$ cat config.mk
export PLATFORM = sky130hd
export DESIGN_NAME = jesd_xport_unpack
export DESIGN_NICKNAME = d
export VERILOG_FILES = /design/src/rtl/jtu_pkg.sv /design/src/rtl/jtu_lane_swap.sv /design/src/rtl/jtu_frame_acc.sv /design/src/rtl/jtu_sample_map.sv /design/src/rtl/jtu_half_out.sv /design/src/rtl/jesd_xport_unpack.sv
export SDC_FILE = /design/constraint.sdc
export NUM_CORES = 2
export LEC_CHECK = 0
export CAP_MARGIN = 10
export CORE_MARGIN = 5
export CORE_UTILIZATION = 45
export DETAILED_ROUTE_END_ITERATION = 10
export DONT_BUFFER_PORTS = 1
export PLACE_DENSITY = 0.57
export SLEW_MARGIN = 20
export SYNTH_ARGS = -nofsm -noshare
export SYNTH_HDL_FRONTEND = slang
export SYNTH_SLANG_ARGS = --single-unit
$ cat constraint.sdc
create_clock -name clk -period 16.7 [get_ports clk]
set_input_delay 0.835 -clock clk [delete_from_list [all_inputs] [get_ports clk]]
set_output_delay 0.835 -clock clk [all_outputs]
set_load 0.005 [all_outputs]
$ cat src/rtl/jtu_pkg.sv
package jtu_pkg;

   // Phase of the per-frame collector: empty, or holding the first word.
   typedef enum logic {
      ACC_EMPTY = 1'b0,
      ACC_HOLD  = 1'b1
   } acc_state_e;

   // First sample index carried by a lane. The lower half of the lanes take
   // even indices and the upper half take odd ones.
   function automatic int lane_base(input int lane, input int lanes);
      return (lane < lanes / 2) ? 2 * lane : 2 * (lane - lanes / 2) + 1;
   endfunction

endpackage

$ cat src/rtl/jtu_lane_swap.sv
module jtu_lane_swap #(
   parameter int LANES     = 16,
   parameter int LANE_BITS = 32
) (
   input  logic [LANES*LANE_BITS-1:0] raw_bus,
   output logic [LANES*LANE_BITS-1:0] ord_bus
);

   localparam int NBYTES = LANE_BITS / 8;

   if (LANE_BITS % 8 != 0) begin : g_bad_lane
      $error("jtu_lane_swap: LANE_BITS must be a whole number of bytes");
   end

   // slice into lanes, mirror byte order inside each lane
   for (genvar gl = 0; gl < LANES; gl++) begin : g_lane
      for (genvar gb = 0; gb < NBYTES; gb++) begin : g_byte
         assign ord_bus[gl*LANE_BITS + (NBYTES-1-gb)*8 +: 8] =
                raw_bus[gl*LANE_BITS + gb*8 +: 8];
      end
   end

endmodule

$ cat src/rtl/jtu_frame_acc.sv
module jtu_frame_acc
   import jtu_pkg::*;
#(
   parameter int LANES       = 16,
   parameter int LANE_BITS   = 32,
   parameter int SAMPLE_BITS = 12,
   parameter int SLOTS       = 5
) (
   input  logic                               clk,
   input  logic                               rst_n,
   input  logic                               vld_in,
   input  logic                               fs_in,
   input  logic [LANES*LANE_BITS-1:0]         lane_bus,
   output logic                               frame_done,
   output logic [LANES*SLOTS*SAMPLE_BITS-1:0] pay_bus
);

   localparam int BUS_W      = LANES * LANE_BITS;
   localparam int FRAME_BITS = 2 * LANE_BITS;
   localparam int PAY_BITS   = SLOTS * SAMPLE_BITS;
   localparam int TAIL_BITS  = FRAME_BITS - PAY_BITS;

   if (TAIL_BITS < 0 || TAIL_BITS >= LANE_BITS) begin : g_bad_tail
      $error("jtu_frame_acc: payload must fill more than one lane word of the frame");
   end

   logic             s1_valid;
   logic             s1_fs;
   logic [BUS_W-1:0] s1_bus;
   logic [BUS_W-1:0] acc_bus;
   acc_state_e       acc_st;

   // Input register stage; data only moves on a valid word
   always_ff @(posedge clk) begin
      if (!rst_n) begin
         s1_valid <= 1'b0;
         s1_fs    <= 1'b0;
      end else begin
         s1_valid <= vld_in;
         s1_fs    <= vld_in & fs_in;
      end
   end

   always_ff @(posedge clk) begin
      if (vld_in) s1_bus <= lane_bus;
   end

   // Frame phase: a flagged word opens (or restarts) a frame; the next
   // valid word closes it; an unflagged word with nothing held is dropped
   always_ff @(posedge clk) begin
      if (!rst_n) begin
         acc_st <= ACC_EMPTY;
      end else if (s1_valid) begin
         acc_st <= s1_fs ? ACC_HOLD : ACC_EMPTY;
      end
   end

   always_ff @(posedge clk) begin
      if (s1_valid && s1_fs) acc_bus <= s1_bus;
   end

   assign frame_done = s1_valid && !s1_fs && (acc_st == ACC_HOLD);

   // held word is the frame's high half; tail is cut off the low half
   for (genvar gl = 0; gl < LANES; gl++) begin : g_frame
      assign pay_bus[gl*PAY_BITS +: PAY_BITS] =
         {acc_bus[gl*LANE_BITS +: LANE_BITS],
          s1_bus[gl*LANE_BITS + TAIL_BITS +: LANE_BITS - TAIL_BITS]};
   end


   stall_hold_chk: assert property (@(posedge clk) disable iff (!rst_n)
      (acc_st == ACC_HOLD && !s1_valid) |=> (acc_st == ACC_HOLD && $stable(acc_bus)));


   hold_src_chk: assert property (@(posedge clk) disable iff (!rst_n)
      $rose(acc_st == ACC_HOLD) |-> $past(vld_in && fs_in, 2));

endmodule

$ cat src/rtl/jtu_sample_map.sv
module jtu_sample_map
   import jtu_pkg::*;
#(
   parameter int LANES       = 16,
   parameter int SAMPLE_BITS = 12,
   parameter int SLOTS       = 5
) (
   input  logic [LANES*SLOTS*SAMPLE_BITS-1:0]   pay_bus,
   output logic [LANES*SLOTS*SAMPLE_BITS/2-1:0] lo_half,
   output logic [LANES*SLOTS*SAMPLE_BITS/2-1:0] hi_half
);

   localparam int PAY_BITS = SLOTS * SAMPLE_BITS;
   localparam int TOTAL    = LANES * SLOTS;
   localparam int HALF     = TOTAL / 2;

   if (LANES % 2 != 0) begin : g_bad_lanes
      $error("jtu_sample_map: LANES must be even");
   end

   // slot m of lane l carries sample base(l) + LANES*m; place it
   // in the half and field that its index selects, lowest index on top
   for (genvar gl = 0; gl < LANES; gl++) begin : g_lane
      for (genvar gm = 0; gm < SLOTS; gm++) begin : g_slot
         localparam int IDX = lane_base(gl, LANES) + LANES * gm;
         localparam int DST = (HALF - 1 - (IDX % HALF)) * SAMPLE_BITS;
         localparam int SRC = gl * PAY_BITS + PAY_BITS - (gm + 1) * SAMPLE_BITS;
         if (IDX < HALF) begin : g_lo
            assign lo_half[DST +: SAMPLE_BITS] = pay_bus[SRC +: SAMPLE_BITS];
         end else begin : g_hi
            assign hi_half[DST +: SAMPLE_BITS] = pay_bus[SRC +: SAMPLE_BITS];
         end
      end
   end

endmodule

$ cat src/rtl/jtu_half_out.sv
module jtu_half_out #(
   parameter int HALF_BITS = 480
) (
   input  logic                 clk,
   input  logic                 rst_n,
   input  logic                 frame_done,
   input  logic [HALF_BITS-1:0] lo_half,
   input  logic [HALF_BITS-1:0] hi_half,
   output logic                 smp_vld,
   output logic                 half_hi,
   output logic [HALF_BITS-1:0] smp_out
);

   logic                 pend_hi;
   logic [HALF_BITS-1:0] hi_hold;

   always_ff @(posedge clk) begin
      if (!rst_n) begin
         smp_vld <= 1'b0;
         half_hi <= 1'b0;
         smp_out <= '0;
         pend_hi <= 1'b0;
      end else if (frame_done) begin
         smp_vld <= 1'b1;
         half_hi <= 1'b0;
         smp_out <= lo_half;
         pend_hi <= 1'b1;
      end else if (pend_hi) begin
         smp_vld <= 1'b1;
         half_hi <= 1'b1;
         smp_out <= hi_hold;
         pend_hi <= 1'b0;
      end else begin
         smp_vld <= 1'b0;
         half_hi <= 1'b0;
      end
   end

   always_ff @(posedge clk) begin
      if (frame_done) hi_hold <= hi_half;
   end


   lower_after_done_chk: assert property (@(posedge clk) disable iff (!rst_n)
      frame_done |=> (smp_vld && !half_hi));


   upper_follows_chk: assert property (@(posedge clk) disable iff (!rst_n)
      (smp_vld && !half_hi) |=> (smp_vld && half_hi));


   upper_once_chk: assert property (@(posedge clk) disable iff (!rst_n)
      (smp_vld && half_hi) |=> !(smp_vld && half_hi));


   start_low_chk: assert property (@(posedge clk) disable iff (!rst_n)
      $rose(smp_vld) |-> !half_hi);


   no_collide_chk: assert property (@(posedge clk) disable iff (!rst_n)
      frame_done |-> !pend_hi);

endmodule

$ cat src/rtl/jesd_xport_unpack.sv
module jesd_xport_unpack #(
   parameter int LANES       = 16,
   parameter int LANE_BITS   = 32,
   parameter int SAMPLE_BITS = 12,
   parameter int SLOTS       = 5
) (
   input  logic                                 clk,
   input  logic                                 rst_n,
   input  logic                                 vld_in,
   input  logic                                 fs_in,
   input  logic [LANES*LANE_BITS-1:0]           dat_in,
   output logic                                 smp_vld,
   output logic                                 half_hi,
   output logic [LANES*SLOTS*SAMPLE_BITS/2-1:0] smp_out
);

   localparam int BUS_W     = LANES * LANE_BITS;
   localparam int PAY_W     = LANES * SLOTS * SAMPLE_BITS;
   localparam int HALF_BITS = PAY_W / 2;

   if (LANES < 2 || LANES % 2 != 0) begin : g_bad_lanes
      $error("jesd_xport_unpack: LANES must be even and at least 2");
   end
   if (SAMPLE_BITS < 1 || SLOTS < 1) begin : g_bad_slot
      $error("jesd_xport_unpack: SAMPLE_BITS and SLOTS must be positive");
   end
   if (SLOTS * SAMPLE_BITS > 2 * LANE_BITS) begin : g_bad_fit
      $error("jesd_xport_unpack: samples do not fit in a two-word lane frame");
   end

   logic [BUS_W-1:0]     ord_bus;
   logic [PAY_W-1:0]     pay_bus;
   logic                 frame_done;
   logic [HALF_BITS-1:0] lo_half;
   logic [HALF_BITS-1:0] hi_half;

   jtu_lane_swap #(
      .LANES     (LANES),
      .LANE_BITS (LANE_BITS)
   ) u_swap (
      .raw_bus (dat_in),
      .ord_bus (ord_bus)
   );

   jtu_frame_acc #(
      .LANES       (LANES),
      .LANE_BITS   (LANE_BITS),
      .SAMPLE_BITS (SAMPLE_BITS),
      .SLOTS       (SLOTS)
   ) u_acc (
      .clk        (clk),
      .rst_n      (rst_n),
      .vld_in     (vld_in),
      .fs_in      (fs_in),
      .lane_bus   (ord_bus),
      .frame_done (frame_done),
      .pay_bus    (pay_bus)
   );

   jtu_sample_map #(
      .LANES       (LANES),
      .SAMPLE_BITS (SAMPLE_BITS),
      .SLOTS       (SLOTS)
   ) u_map (
      .pay_bus (pay_bus),
      .lo_half (lo_half),
      .hi_half (hi_half)
   );

   jtu_half_out #(
      .HALF_BITS (HALF_BITS)
   ) u_out (
      .clk        (clk),
      .rst_n      (rst_n),
      .frame_done (frame_done),
      .lo_half    (lo_half),
      .hi_half    (hi_half),
      .smp_vld    (smp_vld),
      .half_hi    (half_hi),
      .smp_out    (smp_out)
   );

endmodule

## Word level (Yosys, flattened, before mapping)

Cells that the tools add are included.
Widths: inputs -> output; s select.

| storage, ports and cells | value |
|---|---|
| bits in registers | 1,990 |
| bits in latches | 0 |
| memory bits (read-only) | 0 |
| memories kept | 0 |
| bits in writable memories | 0 |
| bits of input ports | 516 |
| word-level logic and storage cells | 24 |

| cells by class | value |
|---|---|
| eq/ne operators | 0 |
| magnitude comparators | 0 |
| mux-type cells | 6 |
| divide/modulo/power cells | 0 |
| add/subtract/negate cells | 0 |
| bitwise logic cells | 2 |
| reductions and logical operators | 6 |
| multipliers | 0 |
| shifts and indexed selects | 0 |

Operator list:

| kind | number |
|---|---|
| $mux 480 | 2 |
| $mux 1 | 4 |
| $logic_and 1x1->1 | 3 |
| $reduce_bool 2->1 | 1 |
| $reduce_or 2->1 | 1 |
| $and 1x1->1 | 1 |
| $logic_not 1->1 | 1 |
| $not 1->1 | 1 |

## Logic depth before layout (Yosys ltp)

| depth | value |
|---|---|
| depth in word-level cells | 4 |
| depth in mapped cells | 6 |

## Modules after synthesis

From an unflattened synthesis, not the netlist that was laid out.

| second synthesis, totals | value |
|---|---|
| cell total of the unflattened synthesis | 5,575 |
| area, all modules | 86,284.0 um^2 |

By module, submodules not included:

| module | cells an instance | times used | area an instance (um^2) |
|---|---|---|---|
| jtu_half_out | 2,622 | 1 | 41,016.8 |
| jtu_frame_acc | 1,481 | 1 | 34,216.6 |
| jtu_sample_map | 960 | 1 | 7,206.9 |
| jtu_lane_swap | 512 | 1 | 3,843.7 |

## Worst setup path after synthesis

Ideal clock, no wire load.

| path | value |
|---|---|
| kind | register to register |
| start | register u_acc.s1_fs |
| end | register u_acc.acc_bus[0] (enable) |
| stages on the path, launching flop included | 5 |
| data arrival time | 12.415 ns |
| clock period less this slack | 13.357 ns |
| slack | 3.343 ns |
| buffers on the path | 3 |
| cells stage by stage | dfxtp_1 -> buf_4 -> buf_2 -> clkbuf_1 -> and2_1 |

| between the ends | value |
|---|---|
| cells in the longest elaborated chain, start to end | 1 |

RTL lines:

| element | line | source |
|---|---|---|
| from (decl) | jtu_frame_acc.sv:28 | `logic s1_fs;` |
| from (signal assigned) | jtu_frame_acc.sv:40 | `s1_fs <= vld_in & fs_in;` |
| $logic_and 1x1->1 | jtu_frame_acc.sv:59 | `if (s1_valid && s1_fs) acc_bus <= s1_bus;` |
| to (signal assigned) | jtu_frame_acc.sv:59 |  |
| to (decl) | jtu_frame_acc.sv:30 | `logic [BUS_W-1:0] acc_bus;` |

Every way passes these cells.
A chain may end at the register's enable or synchronous reset.

## Worst setup path after layout

| path | value |
|---|---|
| start | register u_acc.s1_valid |
| end | register u_out.hi_hold[398] (enable) |

| between the ends | value |
|---|---|
| cells in the longest elaborated chain, start to end | 2 |

RTL lines:

| element | line | source |
|---|---|---|
| from (decl) | jtu_frame_acc.sv:27 | `logic s1_valid;` |
| from (signal assigned) | jtu_frame_acc.sv:39 | `s1_valid <= vld_in;` |
| $logic_and 1x1->1 (2 in series) | jtu_frame_acc.sv:62 | `assign frame_done = s1_valid && !s1_fs && (acc_st == ACC_HOLD);` |
| net frame_done | jesd_xport_unpack.sv:33 | `logic frame_done;` |
| to (signal assigned) | jtu_half_out.sv:40 | `if (frame_done) hi_hold <= hi_half;` |
| to (decl) | jtu_half_out.sv:15 | `logic [HALF_BITS-1:0] hi_hold;` |

The timed path passes the listed nets, and every way through them passes these cells.

==> impl_metrics.json <==
{
  "status": "finished with violations",
  "violations": "slew limit",
  "start_util_pct": 45.4,
  "grt_use_met3_pct": 9.19,
  "drt-initial-drc-count": 2729,
  "max_slew_margin_pct": -24.9,
  "avgRoutedWirePerCell_um": 30.9,
  "wirelength_um": 196000,
  "nFillCells": 12794,
  "dpl.cell_count": 5645,
  "yosys_warnings": 0,
  "reg2reg_depth": 4,
  "tightest_slew_ps": 1870,
  "synth.ff_latch_count": 1990,
  "syn_nets": 4279,
  "die_x_um": 413,
  "postPlaceCellArea_mm2": 0.0747,
  "cts_setup_buffers": 0,
  "regToRegSetupSlack_ps": 11750,
  "track_usage_pct": 22.1,
  "synth_area_per_cell_um2": 19.4,
  "port_buffers": 0,
  "clkSinkCount": 1990,
  "finalWeightedCongestion": 0.812,
  "met1_usage_pct": 27.1,
  "clkPwrFrac_pct": 43.1,
  "antenna_found_initial": 93,
  "synth_area_mm2": 0.0730,
  "coreArea_mm2": 0.161,
  "fin_skew_ps": 35.2,
  "cp-end-kind": "flop",
  "cts_tree": "yes",
  "powerDensity_mw_per_mm2": 121,
  "dr.pass1.iters": 5,
  "cts-root-buf": "clkbuf_16",
  "dp_hpwl_um": 118000,
  "cts-buffers-inserted": 198,
  "grt_pass1_wl_um": 273000,
  "seq_power_share_pct": 54.9,
  "routed_via_density": 5.60,
  "crit_fanout": 159,
  "setup_violations": 0,
  "tns_ps": 0,
  "rows": 147,
  "fin_hold_ws_ps": 89.4,
  "grt.busiest_layer": "met2",
  "fmax_ghz": 0.202,
  "switchingPower_mw": 2.08,
  "min_path_cells": 0,
  "grt.overflow.total": 0,
  "grt_pass1_vias": 35805,
  "irDropWorstVdd_v": 0.000108,
  "die_h_um": 413,
  "cp.required_ps": 17140,
  "post_cts_resized": 0,
  "cp-start-kind": "flop",
  "ant_nets": 0,
  "syn_inst": 3763,
  "path_clk_slew_ps": 60,
  "h-tree-depth": 4,
  "area_growth_pct": 15.1,
  "crit_type": "reg2reg",
  "slew_violations": 113,
  "drive_gt1_share_pct": 19.5,
  "p_leak_nw": 26.7,
  "multi_input_area_mm2": 0.0166,
  "regArea_mm2": 0.0549,
  "cts_hold_buf": 283,
  "fin_cells": 6353,
  "final_nets": 4485,
  "die_area_mm2": 0.170,
  "use_met2_pct": 35.9,
  "via_count": 35594,
  "design_area_mm2": 0.0841,
  "power_frac_comb_pct": 2.0,
  "drcViolationCount": 0,
  "synth-seq-area-share_pct": 75.1,
  "hold_viol_final": 0,
  "max_cap_viol_count": 0,
  "insertion_delay_ps": 840,
  "total_power_mw": 10.2,
  "swShare_pct": 20.5,
  "rsz0062_at_grt": "false",
  "synthDistinctLibCells": 18,
  "fin_crit_ps": 4950,
  "hp-class": "in2reg",
  "ios": 998,
  "period_share_pct": 29.7,
  "critical_path_arrival_ps": 5400,
  "clockBufferDepth": 3,
  "p_int_mw": 8.09,
  "grt_max_degree": 515
}
-- placed cells by master (no fill, tap or decap), types with 38 or more instances in the layout --
cell type and count:
nor4bb_1 101, clkinv_2 38, clkbuf_1 63, and4bb_1 379, edfxtp_1 1504, clkbuf_16 201
diode_2 51, a211oi_2 469, mux2i_1 481, dfxtp_1 482, dlygate4sd3_1 283
-- sequential cells by signal, indices dropped and copies added (netlist names) --
signal	count
u_acc.acc_bus	512
u_acc.s1_valid	1
u_acc.s1_bus	512
u_acc.s1_fs	1
u_out.smp_vld	1
u_out.pend_hi	1
u_out.half_hi	1
u_acc.acc_st	1
u_out.hi_hold	480
u_out.smp_out	480
-- synth_stat cells --
cell type  instances  area [µm²]
and2_1             2        12.5
o21a_1             1        7.51
clkbuf_1         177         664
and3_1             2        12.5
nor2_1             2        7.51
a211oi_1          11        82.6
dfxtp_1          486        9730
clkbuf_4           8        60.1
nor4bb_1         101        1010
and4bb_1         379        4740
buf_2            102         510
edfxtp_1        1504       45200
nand3b_4           1        20.0
mux2i_1          481        4810
buf_6             19         214
a211oi_2         469        5870
buf_4             16         120
inv_2              2        7.51
-- per-layer routing --
metal,wire length [µm],part of all wire [%]
met1,76200,39
met2,95400,49
met5,268,0.14
met3,19000,9.7
met4,5200,2.7
-- worst paths after layout --
path                       from            endpoint
max reg2reg      u_acc.s1_valid  u_out.hi_hold[398]
min reg2reg  u_acc.acc_bus[135]  u_out.hi_hold[479]
min                  dat_in[24]     u_acc.s1_bus[0]
max              u_acc.s1_valid  u_out.hi_hold[398]
-- through the flow --
step,utilization (%),setup slack [ps]
after floorplan,-,3340
after global placement,46.4,11680
after detailed placement,46.4,11630
after CTS,52.2,11620
after global routing,52.2,11450
final,52.2,11750
-- cell type report --
type	instances	share of cell area, %
clock buffer	286	6.62
tap	2160	3.21
antenna	51	0.152
timing repair buffer	328	3.96
inverter	2	0.0268
clock inverter	87	1.01
sequential	1990	65.3
multi-input combinational	1449	19.7
-- worst max-delay path, cell delays in order, from the launching register on --
cell	delay, ps
dfxtp_4	720
nand3b_4	900
inv_8	950
buf_12	790
buf_4	910
-- power groups by stage --
stage          combinational, mW  clock [mW]  sequential (mW)
2_1_floorplan              0.102           0             5.64
3_3_place_gp               0.136           0             5.68
3_5_place_dp               0.136           0             5.69
4_1_cts                    0.200        4.50             5.58
5_1_grt                    0.209        4.71             5.59
6_report                   0.199        4.39             5.58
-- logic make-up (layout without fill, tap and decap cells) --
logic type / Yosys count / after routing / share of synthesized area, %
other: 0 / 51 / 0
buffers and inverters: 324 / 703 / 2.16
DFF: 1990 / 1990 / 75.1
AOI/OAI and AO/OA: 481 / 481 / 8.16
and+or+nand+nor: 487 / 487 / 7.95
muxes: 481 / 481 / 6.59
Power figures use the tool's default switching activity.
